<file path="src/rtl/cdi_pkg.sv">
package cdi_pkg;
  localparam int unsigned ADR_CLEAR   = 'h01;
  localparam int unsigned ADR_STATUS  = 'h02;
  localparam int unsigned ADR_CTRL    = 'h03;
  localparam int unsigned PORT_BASE   = 'h40;
  localparam int unsigned PORT_STRIDE = 'h10;
  localparam int unsigned OFS_RISE    = 'h2;
  localparam int unsigned OFS_FALL    = 'h3;

  // clear-byte command bits
  localparam int unsigned CLR_EDGE_BIT = 0;
  localparam int unsigned CLR_OVF_BIT  = 2;

  // control byte, LSB is the edge interrupt enable
  typedef struct packed {
    logic fall_on;
    logic rise_on;
    logic master;
    logic ovf_ie;
    logic edge_ie;
  } ctrl_t;

  localparam int unsigned CTRL_W = $bits(ctrl_t);

  function automatic int unsigned port_reg_addr(input int unsigned p, input int unsigned ofs);
    return PORT_BASE + p * PORT_STRIDE + ofs;
  endfunction

  function automatic logic [7:0] rise_bits(input logic [7:0] cur, input logic [7:0] old,
                                           input logic [7:0] en);
    return cur & ~old & en;
  endfunction

  function automatic logic [7:0] fall_bits(input logic [7:0] cur, input logic [7:0] old,
                                           input logic [7:0] en);
    return ~cur & old & en;
  endfunction
endpackage

</file>
<file path="src/rtl/cdi_sync.sv">
module cdi_sync #(
  parameter int WIDTH = 8
) (
  input  logic             clk,
  input  logic             rst_n,
  input  logic [WIDTH-1:0] async_in,
  output logic [WIDTH-1:0] sync_out
);
  logic [WIDTH-1:0] stage1_q;
  logic [WIDTH-1:0] stage2_q;

  always_ff @(posedge clk or negedge rst_n) begin
    if (!rst_n) begin
      stage1_q <= '0;
      stage2_q <= '0;
    end else begin
      stage1_q <= async_in;
      stage2_q <= stage1_q;
    end
  end

  assign sync_out = stage2_q;
endmodule

</file>
<file path="src/rtl/cdi_edge_detect.sv">
module cdi_edge_detect
  import cdi_pkg::*;
#(
  parameter int WIDTH = 8
) (
  input  logic             clk,
  input  logic             rst_n,
  input  logic [WIDTH-1:0] din_sync,
  input  logic [WIDTH-1:0] rise_mask,
  input  logic [WIDTH-1:0] fall_mask,
  input  logic             rise_on,
  input  logic             fall_on,
  output logic             hit
);
  logic [WIDTH-1:0] prev_q;
  logic [WIDTH-1:0] rise_ev;
  logic [WIDTH-1:0] fall_ev;

  always_ff @(posedge clk or negedge rst_n) begin
    if (!rst_n) prev_q <= '0;
    else        prev_q <= din_sync;
  end

  always_comb begin
    rise_ev = WIDTH'(rise_bits(8'(din_sync), 8'(prev_q), 8'(rise_mask)));
    fall_ev = WIDTH'(fall_bits(8'(din_sync), 8'(prev_q), 8'(fall_mask)));
    if (!rise_on) rise_ev = '0;
    if (!fall_on) fall_ev = '0;
  end

  assign hit = |{rise_ev, fall_ev};

  // with both directions globally off, nothing is reported
  a_r5_quiet_when_off: assert property (@(posedge clk) disable iff (!rst_n)
    (!rise_on && !fall_on) |-> !hit);
  // a stable input never reports
  a_r5_stable_no_hit: assert property (@(posedge clk) disable iff (!rst_n)
    (din_sync == prev_q) |-> !hit);
endmodule

</file>
<file path="src/rtl/cdi_event_latch.sv">
module cdi_event_latch
  import cdi_pkg::*;
(
  input  logic  clk,
  input  logic  rst_n,
  input  logic  hit_any,
  input  logic  clr_edge,
  input  logic  clr_ovf,
  input  ctrl_t ctrl,
  output logic  edge_flag,
  output logic  ovf_flag,
  output logic  master_pend
);
  logic ovf_set;

  assign ovf_set = hit_any && edge_flag && !clr_edge;

  always_ff @(posedge clk or negedge rst_n) begin
    if (!rst_n) begin
      edge_flag <= 1'b0;
      ovf_flag  <= 1'b0;
    end else begin
      if (hit_any)       edge_flag <= 1'b1;
      else if (clr_edge) edge_flag <= 1'b0;
      if (ovf_set)       ovf_flag <= 1'b1;
      else if (clr_ovf)  ovf_flag <= 1'b0;
    end
  end

  always_comb begin
    master_pend = (edge_flag && ctrl.edge_ie) || (ovf_flag && ctrl.ovf_ie);
    if (!ctrl.master) master_pend = 1'b0;
  end

  // any qualifying change is latched on the next edge
  a_r3_edge_latched: assert property (@(posedge clk) disable iff (!rst_n)
    hit_any |=> edge_flag);
  // a second change on a set flag produces overflow
  a_r6_second_edge_overflows: assert property (@(posedge clk) disable iff (!rst_n)
    (hit_any && edge_flag && !clr_edge) |=> ovf_flag);
  // a plain edge clear with no new change empties the flag
  a_r7_edge_cleared: assert property (@(posedge clk) disable iff (!rst_n)
    (clr_edge && !hit_any) |=> !edge_flag);
  // overflow clear with no new overflow empties it
  a_r7_ovf_cleared: assert property (@(posedge clk) disable iff (!rst_n)
    (clr_ovf && !(hit_any && edge_flag && !clr_edge)) |=> !ovf_flag);
  // overflow can only rise while an edge is already held
  a_r6_ovf_needs_edge: assert property (@(posedge clk) disable iff (!rst_n)
    $rose(ovf_flag) |-> $past(edge_flag));
  // an enabled edge flag under master enable must request service
  a_r8_edge_requests: assert property (@(posedge clk) disable iff (!rst_n)
    (edge_flag && ctrl.edge_ie && ctrl.master) |-> master_pend);
endmodule

</file>
<file path="src/rtl/chg_irq_ctrl.sv">
module chg_irq_ctrl
  import cdi_pkg::*;
#(
  parameter int NUM_PORTS = 4,
  parameter int PORT_W    = 8,
  parameter int ADDR_W    = 8
) (
  input  logic                        clk,
  input  logic                        rst_n,
  input  logic [NUM_PORTS*PORT_W-1:0] port_in,
  input  logic [ADDR_W-1:0]           bus_addr,
  input  logic [PORT_W-1:0]           bus_wdata,
  input  logic                        bus_we,
  output logic [PORT_W-1:0]           bus_rdata,
  output logic                        irq
);
  localparam int IN_W = NUM_PORTS * PORT_W;

  ctrl_t             ctrl_q;
  logic [PORT_W-1:0] rise_en_q [NUM_PORTS];
  logic [PORT_W-1:0] fall_en_q [NUM_PORTS];
  logic [IN_W-1:0]   in_sync;
  logic [NUM_PORTS-1:0] port_hit;
  logic              hit_any;
  logic              sel_clear, sel_ctrl;
  logic              clr_edge, clr_ovf;
  logic              edge_flag, ovf_flag, master_pend;

  assign sel_clear = bus_we && (bus_addr == ADDR_W'(ADR_CLEAR));
  assign sel_ctrl  = bus_we && (bus_addr == ADDR_W'(ADR_CTRL));
  assign clr_edge  = sel_clear && bus_wdata[CLR_EDGE_BIT];
  assign clr_ovf   = sel_clear && bus_wdata[CLR_OVF_BIT];

  always_ff @(posedge clk or negedge rst_n) begin
    if (!rst_n)        ctrl_q <= '0;
    else if (sel_ctrl) ctrl_q <= ctrl_t'(bus_wdata[CTRL_W-1:0]);
  end

  cdi_sync #(.WIDTH(IN_W)) u_sync (
    .clk      (clk),
    .rst_n    (rst_n),
    .async_in (port_in),
    .sync_out (in_sync)
  );

  for (genvar p = 0; p < NUM_PORTS; p++) begin : g_port
    logic wr_rise, wr_fall;
    assign wr_rise = bus_we && (bus_addr == ADDR_W'(port_reg_addr(p, OFS_RISE)));
    assign wr_fall = bus_we && (bus_addr == ADDR_W'(port_reg_addr(p, OFS_FALL)));

    always_ff @(posedge clk or negedge rst_n) begin
      if (!rst_n) begin
        rise_en_q[p] <= '0;
        fall_en_q[p] <= '0;
      end else begin
        if (wr_rise) rise_en_q[p] <= bus_wdata;
        if (wr_fall) fall_en_q[p] <= bus_wdata;
      end
    end

    cdi_edge_detect #(.WIDTH(PORT_W)) u_det (
      .clk       (clk),
      .rst_n     (rst_n),
      .din_sync  (in_sync[p*PORT_W +: PORT_W]),
      .rise_mask (rise_en_q[p]),
      .fall_mask (fall_en_q[p]),
      .rise_on   (ctrl_q.rise_on),
      .fall_on   (ctrl_q.fall_on),
      .hit       (port_hit[p])
    );
  end

  assign hit_any = |port_hit;

  cdi_event_latch u_latch (
    .clk         (clk),
    .rst_n       (rst_n),
    .hit_any     (hit_any),
    .clr_edge    (clr_edge),
    .clr_ovf     (clr_ovf),
    .ctrl        (ctrl_q),
    .edge_flag   (edge_flag),
    .ovf_flag    (ovf_flag),
    .master_pend (master_pend)
  );

  assign irq = master_pend;

  always_comb begin
    bus_rdata = '0;
    if (bus_addr == ADDR_W'(ADR_STATUS))
      bus_rdata = PORT_W'({master_pend, ovf_flag, edge_flag});
    else if (bus_addr == ADDR_W'(ADR_CTRL))
      bus_rdata = PORT_W'(ctrl_q);
    for (int p = 0; p < NUM_PORTS; p++) begin
      if (bus_addr == ADDR_W'(port_reg_addr(p, OFS_RISE))) bus_rdata = rise_en_q[p];
      if (bus_addr == ADDR_W'(port_reg_addr(p, OFS_FALL))) bus_rdata = fall_en_q[p];
    end
  end

  // interrupt never fires without master enable
  a_r8_irq_needs_master: assert property (@(posedge clk) disable iff (!rst_n)
    irq |-> ctrl_q.master);
  // cancelling drops the interrupt next cycle
  a_r9_cancel_quiets_irq: assert property (@(posedge clk) disable iff (!rst_n)
    (sel_ctrl && bus_wdata == '0) |=> !irq);
  // with everything off no edge flag rises
  a_r9_no_new_event: assert property (@(posedge clk) disable iff (!rst_n)
    (ctrl_q == '0) |=> !$rose(edge_flag));
endmodule

</file>
<file path="config.mk">
export PLATFORM = sky130hd
export DESIGN_NAME = chg_irq_ctrl
export DESIGN_NICKNAME = d
export VERILOG_FILES = /design/src/rtl/cdi_pkg.sv /design/src/rtl/cdi_sync.sv /design/src/rtl/cdi_edge_detect.sv /design/src/rtl/cdi_event_latch.sv /design/src/rtl/chg_irq_ctrl.sv
export SDC_FILE = /design/constraint.sdc
export NUM_CORES = 1
export LEC_CHECK = 0
export BUFFER_PORTS_ARGS = -buffer_cell sky130_fd_sc_hd__buf_4
export CORE_MARGIN = 1.5
export CORE_UTILIZATION = 52
export DETAILED_ROUTE_END_ITERATION = 7
export GPL_TIMING_DRIVEN = 0
export PLACE_DENSITY = 0.78
export SLEW_MARGIN = 15
export SYNTH_ARGS = -nofsm -noshare
export SYNTH_HDL_FRONTEND = slang
export SYNTH_HIERARCHICAL = 1
export SYNTH_SLANG_ARGS = --single-unit
</file>
<file path="constraint.sdc">
create_clock -name clk -period 1.9 [get_ports clk]
set_input_delay 0.19 -clock clk [delete_from_list [all_inputs] [get_ports clk]]
set_output_delay 0.19 -clock clk [all_outputs]
set_load 0.05 [all_outputs]
</file>
==> results_dict.tcl, run 1 <==
set metrics [dict create \
    fin_util_pct 70.8 \
    worstSetupPathType "flip-flop to output port" \
    die_x_um 116 \
    port_buffers 56 \
    fillers 835 \
    synth-seq-cells 167 \
    ctsRootBufferMaster "clkbuf_16" \
    grt_max_degree 98 \
    ff2ff_path_depth 6 \
    cts_buffers 17 \
    place_area_mm2 0.00743 \
    power_leakage_uw 0.00407 \
    htreeDepth 4 \
    skew_ns 0.00589 \
    num_rows 41 \
    placed_cells 731 \
    num_vias 4674 \
    setup_violations 9 \
    drt_wl_total_mm 16.8 \
    wl_per_cell_um 20.5 \
    crit_fanout 3 \
    avgSynthCellArea_um2 13.3 \
    layout-drive-gt1-share_pct 40.1 \
    syn_area_mm2 0.00665 \
    num_io_pins 60 \
    cts_tree "done" \
    fin_cells 816 \
    dieArea_mm2 0.0135 \
    post-route-period-util_pct 109 \
    hp-class "primary input to flip-flop" \
    post-dp-hpwl_mm 11.1 \
    grtUsageTotal_pct 27.0 \
    fin_crit_ns 2.08 \
    yosysSeqAreaShare_pct 62.8 \
    power_density_mw_per_mm2 933 \
    grt-ovfl-total 0 \
    clkTransAtPathRegs_ns 0.06 \
    grt_pass1_vias 4985 \
    cts.sinks 167 \
    synthFlopType "dfrtp_1" \
    clockBufferDepth 2 \
    synth_nets 553 \
    violations "setup timing" \
    antenna_cells 0 \
    clk_latency_ns 0.42 \
    gp_routability_congestion 0.881 \
    drtIter0Drc 318 \
    multi_input_area_mm2 0.00273 \
    via_per_inst 5.73 \
    drv_cap 0 \
    final_area_mm2 0.00890 \
    crit_path_start_kind "flip-flop" \
    seq_area_mm2 0.00418 \
    drcViolationCount 0 \
    synth_cell_type_count 55 \
    core_area_mm2 0.0126 \
    fin_nets 683 \
    syn_inst 502 \
    status "complete, but fails checks" \
    async_flop_share_pct 100 \
    fin_ws_ns -0.176 \
    syn2layout_area_growth_pct 33.7 \
    grt_pass1_wl_mm 26.7 \
    slew-limit-headroom_pct 41.1 \
    first_pass_iters 4 \
    crit_path_end_kind "output port" \
    required_ns 1.71 \
    hold_viol 0 \
    ant_nets 0 \
    fmax_mhz 482 \
    tightest_slew_ns 0.878 \
    hold_path_depth 2 \
    ir_drop_v 0.000686 \
    rsz0062_at_grt "yes" \
    start_util_pct 52.9 \
    antenna_found_initial 0 \
    yosys_warnings 6 \
    drv_slew 0 \
    cp.arrival_ns 1.89 \
    die_h_um 116 \
    synth_edf_count 0 \
]
[cells in the mapped netlist (all sizes together) (4+ instances only)]
master / n / area (µm²)
a21boi: 4 / 30.0
a21oi: 12 / 60.1
buf: 11 / 67.6
dfrtp: 167 / 4180
inv: 9 / 33.8
mux2: 73 / 852
mux2i: 5 / 50.1
mux4: 5 / 113
nand2: 62 / 235
nand2b: 7 / 43.8
nand3: 5 / 25.0
nand3b: 33 / 248
nor2: 18 / 67.6
nor2b: 5 / 31.3
nor3: 10 / 60.1
o21ai: 11 / 55.1
o22ai: 19 / 119
o41ai: 8 / 70.1
[metal layers]
| metal | global-route usage (%) | up-vias | share of wire, % |
|---|---|---|---|
| met5 | 0 | - | 0 |
| met4 | 10.2 | 0 | 2.2 |
| met3 | 6.59 | 30 | 6.0 |
| met1 | 36.4 | 2411 | 43 |
| li1 | - | 2077 | - |
| met2 | 43.1 | 156 | 49 |
[power breakdown]
group | switching (µW) | internal, µW | leakage, µW
clock network | 1360 | 2400 | 0.000305
logic | 319 | 331 | 0.00168
registers | 142 | 3750 | 0.00209
[cell usage in the layout (no fill, tap or decap), types with 5 or more instances in the layout]
| cell | instances |
|---|---|
| a21oi_1 | 10 |
| dlygate4sd3_1 | 33 |
| dfrtp_1 | 166 |
| bufinv_16 | 5 |
| nand3b_1 | 33 |
| o41ai_2 | 6 |
| buf_6 | 12 |
| mux2_2 | 64 |
| mux4_2 | 5 |
| o22ai_2 | 5 |
| inv_1 | 9 |
| clkbuf_16 | 17 |
| mux2_4 | 9 |
| nand2_2 | 6 |
| o21ai_0 | 7 |
| buf_4 | 73 |
| nand2_1 | 56 |
| o22ai_1 | 10 |
| nor2_1 | 18 |
| nand2b_1 | 7 |
[critical path: stages (launching register included)]
cell and delay (ns):
dfrtp_1 0.39, a22oi_2 0.23, nor2b_4 0.06, nor3_2 0.09
a21oi_1 0.06, o311a_1 0.12, o32a_1 0.33, buf_6 0.17
[final timing paths]
kind	start	endpoint	slack (ns)
max	ctrl_q[0]	bus_rdata[2]	-0.18
min	bus_wdata[5]	fall_en_q[21]	0.07
max reg2reg	rise_en_q[20]	u_latch/ovf_flag	-0.12
min reg2reg	u_sync/stage1_q[27]	u_sync/sync_out[27]	0.34
max in group asynchronous	rst_n	rise_en_q[22]	0.71
min in group asynchronous	rst_n	u_sync/sync_out[17]	0.41
[cell type report]
| type | count | share of cell area, % |
|---|---|---|
| plain buffers | 14 | 1.22 |
| multi-input cells | 312 | 30.7 |
| well taps | 172 | 2.42 |
| clock buffers | 20 | 5.13 |
| flip-flops and latches | 167 | 47.0 |
| inverters | 9 | 0.380 |
| repair buffers | 111 | 10.9 |
| clock inverters | 11 | 2.22 |
[sequential cells by signal (all words and copies together), names as in the netlist]
| name | flops |
|---|---|
| u_latch/edge_flag | 1 |
| u_sync/stage1_q | 32 |
| u_sync/sync_out | 32 |
| fall_en_q | 32 |
| ctrl_q | 5 |
| u_latch/ovf_flag | 1 |
| g_port.u_det/prev_q | 32 |
| rise_en_q | 32 |
[through the flow]
stage | hold WS, ns | setup WS [ns] | power, µW | TNS, ns
finish | 0.0724 | -0.176 | 8300 | -0.848
global route | 0.0709 | -0.249 | 8580 | -1.24
CTS | 0.0579 | -0.203 | 8310 | -1.05
detailed placement | 0.268 | -0.981 | 4450 | -13.29
global placement | 0.299 | -1.03 | 4410 | -33.88
floorplan | -0.106 | -0.0956 | 4150 | -0.0956
[what timing repair did]
action,CTS,global route
setup buffers,12,9
endpoints found under the setup margin,10,18
pin swaps,17,19
hold endpoints to repair,128,0
resized for setup,55,27
hold buffers,33,0
[cells by family (layout without fill, tap and decap cells)]
logic type	after synthesis	after routing	synth area share, %
muxes	83	83	15.3
AOI/OAI and AO/OA	73	73	7.45
buffers and inverters	23	165	1.69
DFF	167	167	62.8
and+or+nand+nor	156	156	12.8
No activity file was read; power rests on OpenSTA's default activity.
==> inputs of run 2 (changes only) <==
- CORE_MARGIN: 1.5 -> 3
==> results_dict.tcl, run 2 (synthesized netlist as in run 1, its figures left out) <==
set metrics [dict create \
    status "complete, but fails checks" \
    violations "setup timing" \
    hold_viol 0 \
    fmax_mhz 465 \
    via_per_inst 5.73 \
    drtIter0Drc 353 \
    antenna_found_initial 0 \
    first_pass_iters 5 \
    ctsRootBufferMaster "clkbuf_16" \
    die_h_um 119 \
    drv_cap 0 \
    grt-ovfl-total 0 \
    crit_path_end_kind "output port" \
    cts_tree "done" \
    fin_crit_ns 2.15 \
    tns_ns -1.05 \
    cp.arrival_ns 1.96 \
    die_x_um 119 \
    wl_per_cell_um 20.6 \
    rrSetupSlack_ns -0.11 \
    grt_pass1_vias 4840 \
    hold-path-endpoint "fall_en_q[5]" \
    final_common_cell "dfrtp_1" \
    crit_fanout 2 \
    post-dp-hpwl_mm 11.0 \
    ir_drop_v 0.000891 \
    mostFrequentLayoutCells "167 x dfrtp_1, 65 x buf_4, 63 x mux2_2" \
    clkTransAtPathRegs_ns 0.06 \
    num_io_pins 60 \
    r2r-start "rise_en_q[12]" \
    drv_slew 0 \
    layout-drive-gt1-share_pct 37.9 \
    drcViolationCount 0 \
    antenna_cells 0 \
    dieArea_mm2 0.0142 \
    power_leakage_uw 0.00404 \
    skew_ns 0.00941 \
    tightest_slew_ns 0.862 \
    num_vias 4610 \
    cts_buffers 17 \
    power_density_mw_per_mm2 934 \
    worstSetupPathType "flip-flop to output port" \
    hold_start "bus_wdata[5]" \
    path_cells "a22oi_2, nor2b_4, nor3_2, a21oi_1, o311a_1, o32a_1, buf_6" \
    gp_routability_congestion 0.904 \
    clockBufferDepth 2 \
    ff2ff_path_depth 6 \
    fillers 832 \
    port_buffers 56 \
    grtUsageTotal_pct 24.4 \
    path_buf_inv 1 \
    ant_nets 0 \
    grt_max_degree 90 \
    fin_nets 675 \
    htreeDepth 4 \
    cpPeakStageDelay_ns 0.40 \
    cp_slowest_cell "dfrtp_1" \
    drt_wl_total_mm 16.6 \
    slew-limit-headroom_pct 42.3 \
    hold_path_depth 2 \
    fin_ws_ns -0.253 \
    hp-class "primary input to flip-flop" \
    cts.sinks 167 \
    syn2layout_area_growth_pct 31.7 \
    post-route-period-util_pct 113 \
    clk_latency_ns 0.43 \
    setup_violations 9 \
    start_util_pct 54.3 \
    core_area_mm2 0.0123 \
    required_ns 1.71 \
    crit_path_start_kind "flip-flop" \
    grt_pass1_wl_mm 26.1 \
    critical_path.top_delay_family "compound AO/OA/AOI/OAI gates" \
    num_rows 40 \
    rsz0062_at_grt "yes" \
    fin_worst_hold_slack_ns 0.0681 \
    r2r_end "u_latch/ovf_flag" \
]
==> run 2: through the flow <==
step	utilization (%)	cells	power (µW)	cell area, µm²	setup slack (ns)
2_1_floorplan	-	502	4150	6760	-0.0956
4_1_cts	70.4	797	8170	8630	-0.226
3_3_place_gp	60.3	726	4410	7390	-0.849
5_1_grt	71.4	804	8460	8760	-0.303
6_report	71.4	804	8180	8760	-0.253
3_5_place_dp	60.5	727	4450	7420	-0.871
==> run 2: per-layer routing <==
layer / track usage, % / up-vias / wire length (µm)
met3: 6.27 / 21 / 983
li1: - / 2069 / -
met4: 9.20 / 0 / 284
met1: 32.1 / 2367 / 7030
met2: 39.2 / 153 / 8290
met5: 0 / - / 0
==> run 2: area by class of cell <==
cell class | count | area (µm²) | area share [%]
multi-input combinational | 312 | 2700 | 30.8
clock inverter | 13 | 193 | 2.20
inverter | 9 | 33.8 | 0.386
sequential | 167 | 4180 | 47.7
clock buffer | 18 | 429 | 4.90
timing repair buffer | 103 | 917 | 10.5
tap | 168 | 210 | 2.40
buffer | 14 | 101 | 1.16
==> run 2: power by group <==
part	internal [µW]	leakage [µW]	switching [µW]
clock	2220	0.000304	1410
combinational	338	0.00164	316
sequential	3750	0.00209	148
total	6300	0.00404	1880
==> run 2: worst register-to-register path: cells and delay by family (launching register included) <==
| kind | cells | cell delay (ns) |
|---|---|---|
| AND/OR/NAND/NOR | 4 | 0.85 |
| flip-flops | 1 | 0.42 |
| AO/OA/AOI/OAI | 2 | 0.63 |
==> run 2: timing repair <==
action | CTS | global route
hold endpoints to repair | 110 | 0
hold buffers | 33 | 0
cloned | 0 | 0
pin swaps | 21 | 15
gates resized for setup | 55 | 15
buffers inserted | 6 | 7
endpoints found under the setup margin | 10 | 10
==> run 2: worst max-delay path by stage <==
stage,from,endpoint,depth (start not counted)
final,u_latch/edge_flag,bus_rdata[2],7
after global routing,u_latch/edge_flag,bus_rdata[2],7
after CTS,fall_en_q[19],bus_rdata[3],4
after detailed placement,bus_addr[4],bus_rdata[3],7
after global placement,bus_addr[4],bus_rdata[1],7
after floorplan,bus_addr[4],bus_rdata[1],7
==> inputs of run 3 (changes only) <==
- ABC_AREA: default -> 1
- CORE_MARGIN: 3 -> default
==> results_dict.tcl, run 3 <==
set metrics [dict create \
    port_buffers 58 \
    crit_path_end_kind "output port" \
    via_per_inst 5.32 \
    drv_slew 0 \
    yosys.area.top_type "dfrtp_1" \
    p_seq_share_pct 51.4 \
    ctsRootBufferMaster "clkbuf_16" \
    path_cells "nand3_1, nand3_1, nor2_1, nand4_1, nand2_1, nand2_1, buf_4" \
    ant_nets 0 \
    multi_input_area_mm2 0.00213 \
    grtUsageTotal_pct 27.0 \
    ir_drop_v 0.000746 \
    fin_ws_ns -0.0806 \
    synth_cell_type_count 29 \
    clk_latency_ns 0.43 \
    p_int_uw 5670 \
    skew_ns 0.00899 \
    endpoint "bus_rdata[3]" \
    antenna_found_initial 0 \
    p_sw_uw 1840 \
    crit_path_start_kind "flip-flop" \
    setup_violations 4 \
    hp-class "primary input to flip-flop" \
    synth_edf_count 0 \
    power_density_mw_per_mm2 886 \
    critical_path.top_delay_family "simple AND/OR/NAND/NOR gates" \
    drcViolationCount 0 \
    tightest_slew_ns 0.709 \
    antenna_cells 0 \
    gp_routability_congestion 0.935 \
    yosys_warnings 6 \
    synthFlopType "dfrtp_1" \
    required_ns 1.71 \
    clockBufferDepth 2 \
    num_io_pins 60 \
    crit_fanout 6 \
    layout-drive-gt1-share_pct 20.3 \
    hold_viol 0 \
    syn_area_mm2 0.00667 \
    grt_max_degree 99 \
    fin_nets 871 \
    ff2ff_path_depth 8 \
    cts.sinks 167 \
    yosysMostFrequentCell "nand2_1" \
    cts_buffers 17 \
    p_comb_share_pct 6.5 \
    grt_pass1_wl_mm 26.5 \
    synth_nets 745 \
    start_util_pct 53.1 \
    path_buf_inv 1 \
    die_x_um 115 \
    core_area_mm2 0.0126 \
    htreeDepth 4 \
    final_common_cell "nand2_1" \
    seq_area_mm2 0.00418 \
    yosysSeqAreaShare_pct 62.6 \
    synthTopCellsByArea "dfrtp_1 63%, nand2_1 11%, nand3_1 4.8%, inv_1 4.7%, o21ai_0 4.5%" \
    fmax_mhz 505 \
    fin_worst_hold_slack_ns 0.198 \
    r2r_end "u_latch/edge_flag" \
    cp_slowest_cell "dfrtp_2" \
    syn2layout_area_growth_pct 26.9 \
    grt-ovfl-total 0 \
    r2r-start "fall_en_q[19]" \
    rrSetupSlack_ns 0.13 \
    power_uw 7510 \
    synth-seq-cells 167 \
    fillers 949 \
    first_pass_iters 5 \
    status "complete, but fails checks" \
    ys_top_cells_by_count "194 x nand2_1, 167 x dfrtp_1, 83 x inv_1" \
    cp.arrival_ns 1.79 \
    power_leakage_uw 0.00425 \
    cp.depth 7 \
    fin_crit_ns 1.98 \
    mostFrequentLayoutCells "187 x nand2_1, 165 x dfrtp_1, 82 x inv_1" \
    async_flop_share_pct 100 \
    num_rows 41 \
    violations "setup timing" \
    synth_top_area_share_pct 62.6 \
    pwr-share-clk_pct 42.1 \
    post-route-period-util_pct 104 \
    dieArea_mm2 0.0133 \
    drt_wl_total_mm 16.4 \
    cts_tree "done" \
    worstSetupPathType "flip-flop to output port" \
    wl_per_cell_um 16.4 \
    cpPeakStageDelay_ns 0.47 \
    rsz0062_at_grt "yes" \
    die_h_um 115 \
    clkTransAtPathRegs_ns 0.07 \
    post-dp-hpwl_mm 10.8 \
    drtIter0Drc 394 \
    syn_inst 694 \
    drv_cap 0 \
    num_vias 5345 \
    avgSynthCellArea_um2 9.62 \
    grt_pass1_vias 5404 \
    switching_share_pct 24.5 \
    slew-limit-headroom_pct 52.7 \
    startpoint "ctrl_q[3]" \
]
## run 3: cell types whose count changed after synthesis, moves of 18 or more
| cell | delta |
|---|---|
| nand2_1 | +133 |
| inv_1 | +74 |
| mux2_2 | -65 |
| nand3_1 | +59 |
| o21ai_0 | +49 |
| nor2_1 | +29 |
| o22ai_1 | -18 |
## run 3: kinds of logic (layout without fill, tap and decap cells)
family | after synthesis | in the layout | synth area share (%)
AO/OA/AOI/OAI | 75 | 75 | 6.36
buffers and inverters | 100 | 239 | 6.69
flip-flops | 167 | 167 | 62.6
AND/OR/NAND/NOR | 352 | 352 | 24.3
## run 3: area by class of cell
cell class | instances | share of cell area, %
Multi-Input combinational cell | 427 | 25.1
Clock buffer | 20 | 5.27
Timing Repair Buffer | 107 | 11.2
Tap cell | 172 | 2.54
Clock inverter | 12 | 1.11
Inverter | 90 | 4.02
Sequential cell | 167 | 49.4
Buffer | 10 | 1.36
## run 3: power groups by stage
stage	Combinational, µW	Sequential, µW	Clock (µW)
after floorplan	176	3880	0
after global placement	373	3910	0
after detailed placement	398	3920	0
after CTS	476	3860	3190
after global routing	545	3880	3340
final	489	3860	3160
## run 3: worst reg2reg max path: cells and delay by family (launching register included)
family | cells | cell delay [ns]
AND/OR/NAND/NOR | 7 | 1.06
flip-flops | 1 | 0.42
AO/OA/AOI/OAI | 1 | 0.17
## run 3: how the worst min path moves through the flow
stage	from	endpoint	cells after the start
final	bus_wdata[6]	fall_en_q[6]	3
after detailed placement	rst_n	g_port[1].u_det/prev_q[2]	1
after global placement	port_in[19]	u_sync/stage1_q[19]	1
after CTS	bus_wdata[6]	fall_en_q[6]	3
after global routing	bus_wdata[6]	fall_en_q[6]	3
after floorplan	rst_n	ctrl_q[0]	0
## run 3: repair_timing
item / CTS / global route
endpoints found under the setup margin: 8 / 8
pin swaps: 11 / 17
buffers inserted: 12 / 3
endpoints found under the hold margin: 129 / 0
hold buffers: 33 / 0
gates resized for setup: 19 / 18
## run 3: per-layer routing
| metal | track usage, % | share of wire (%) | up-vias |
|---|---|---|---|
| li1 | - | - | 2462 |
| met1 | 33.1 | 40 | 2615 |
| met2 | 44.8 | 50 | 218 |
| met3 | 6.64 | 6.2 | 50 |
| met4 | 13.8 | 3.3 | 0 |
| met5 | 0 | 0 | - |
## run 3: per-stage QoR
stage	cells	setup slack [ns]	instance area, µm²	setup TNS, ns	utilization, %
after detailed placement	925	-0.152	7360	-0.882	58.6
after global routing	1005	-0.212	8470	-0.729	67.4
final	1005	-0.0806	8470	-0.288	67.4
after CTS	1002	-0.0949	8380	-0.226	66.6
after floorplan	694	0.0426	6670	0	-
after global placement	924	-0.142	7320	-22.80	58.3
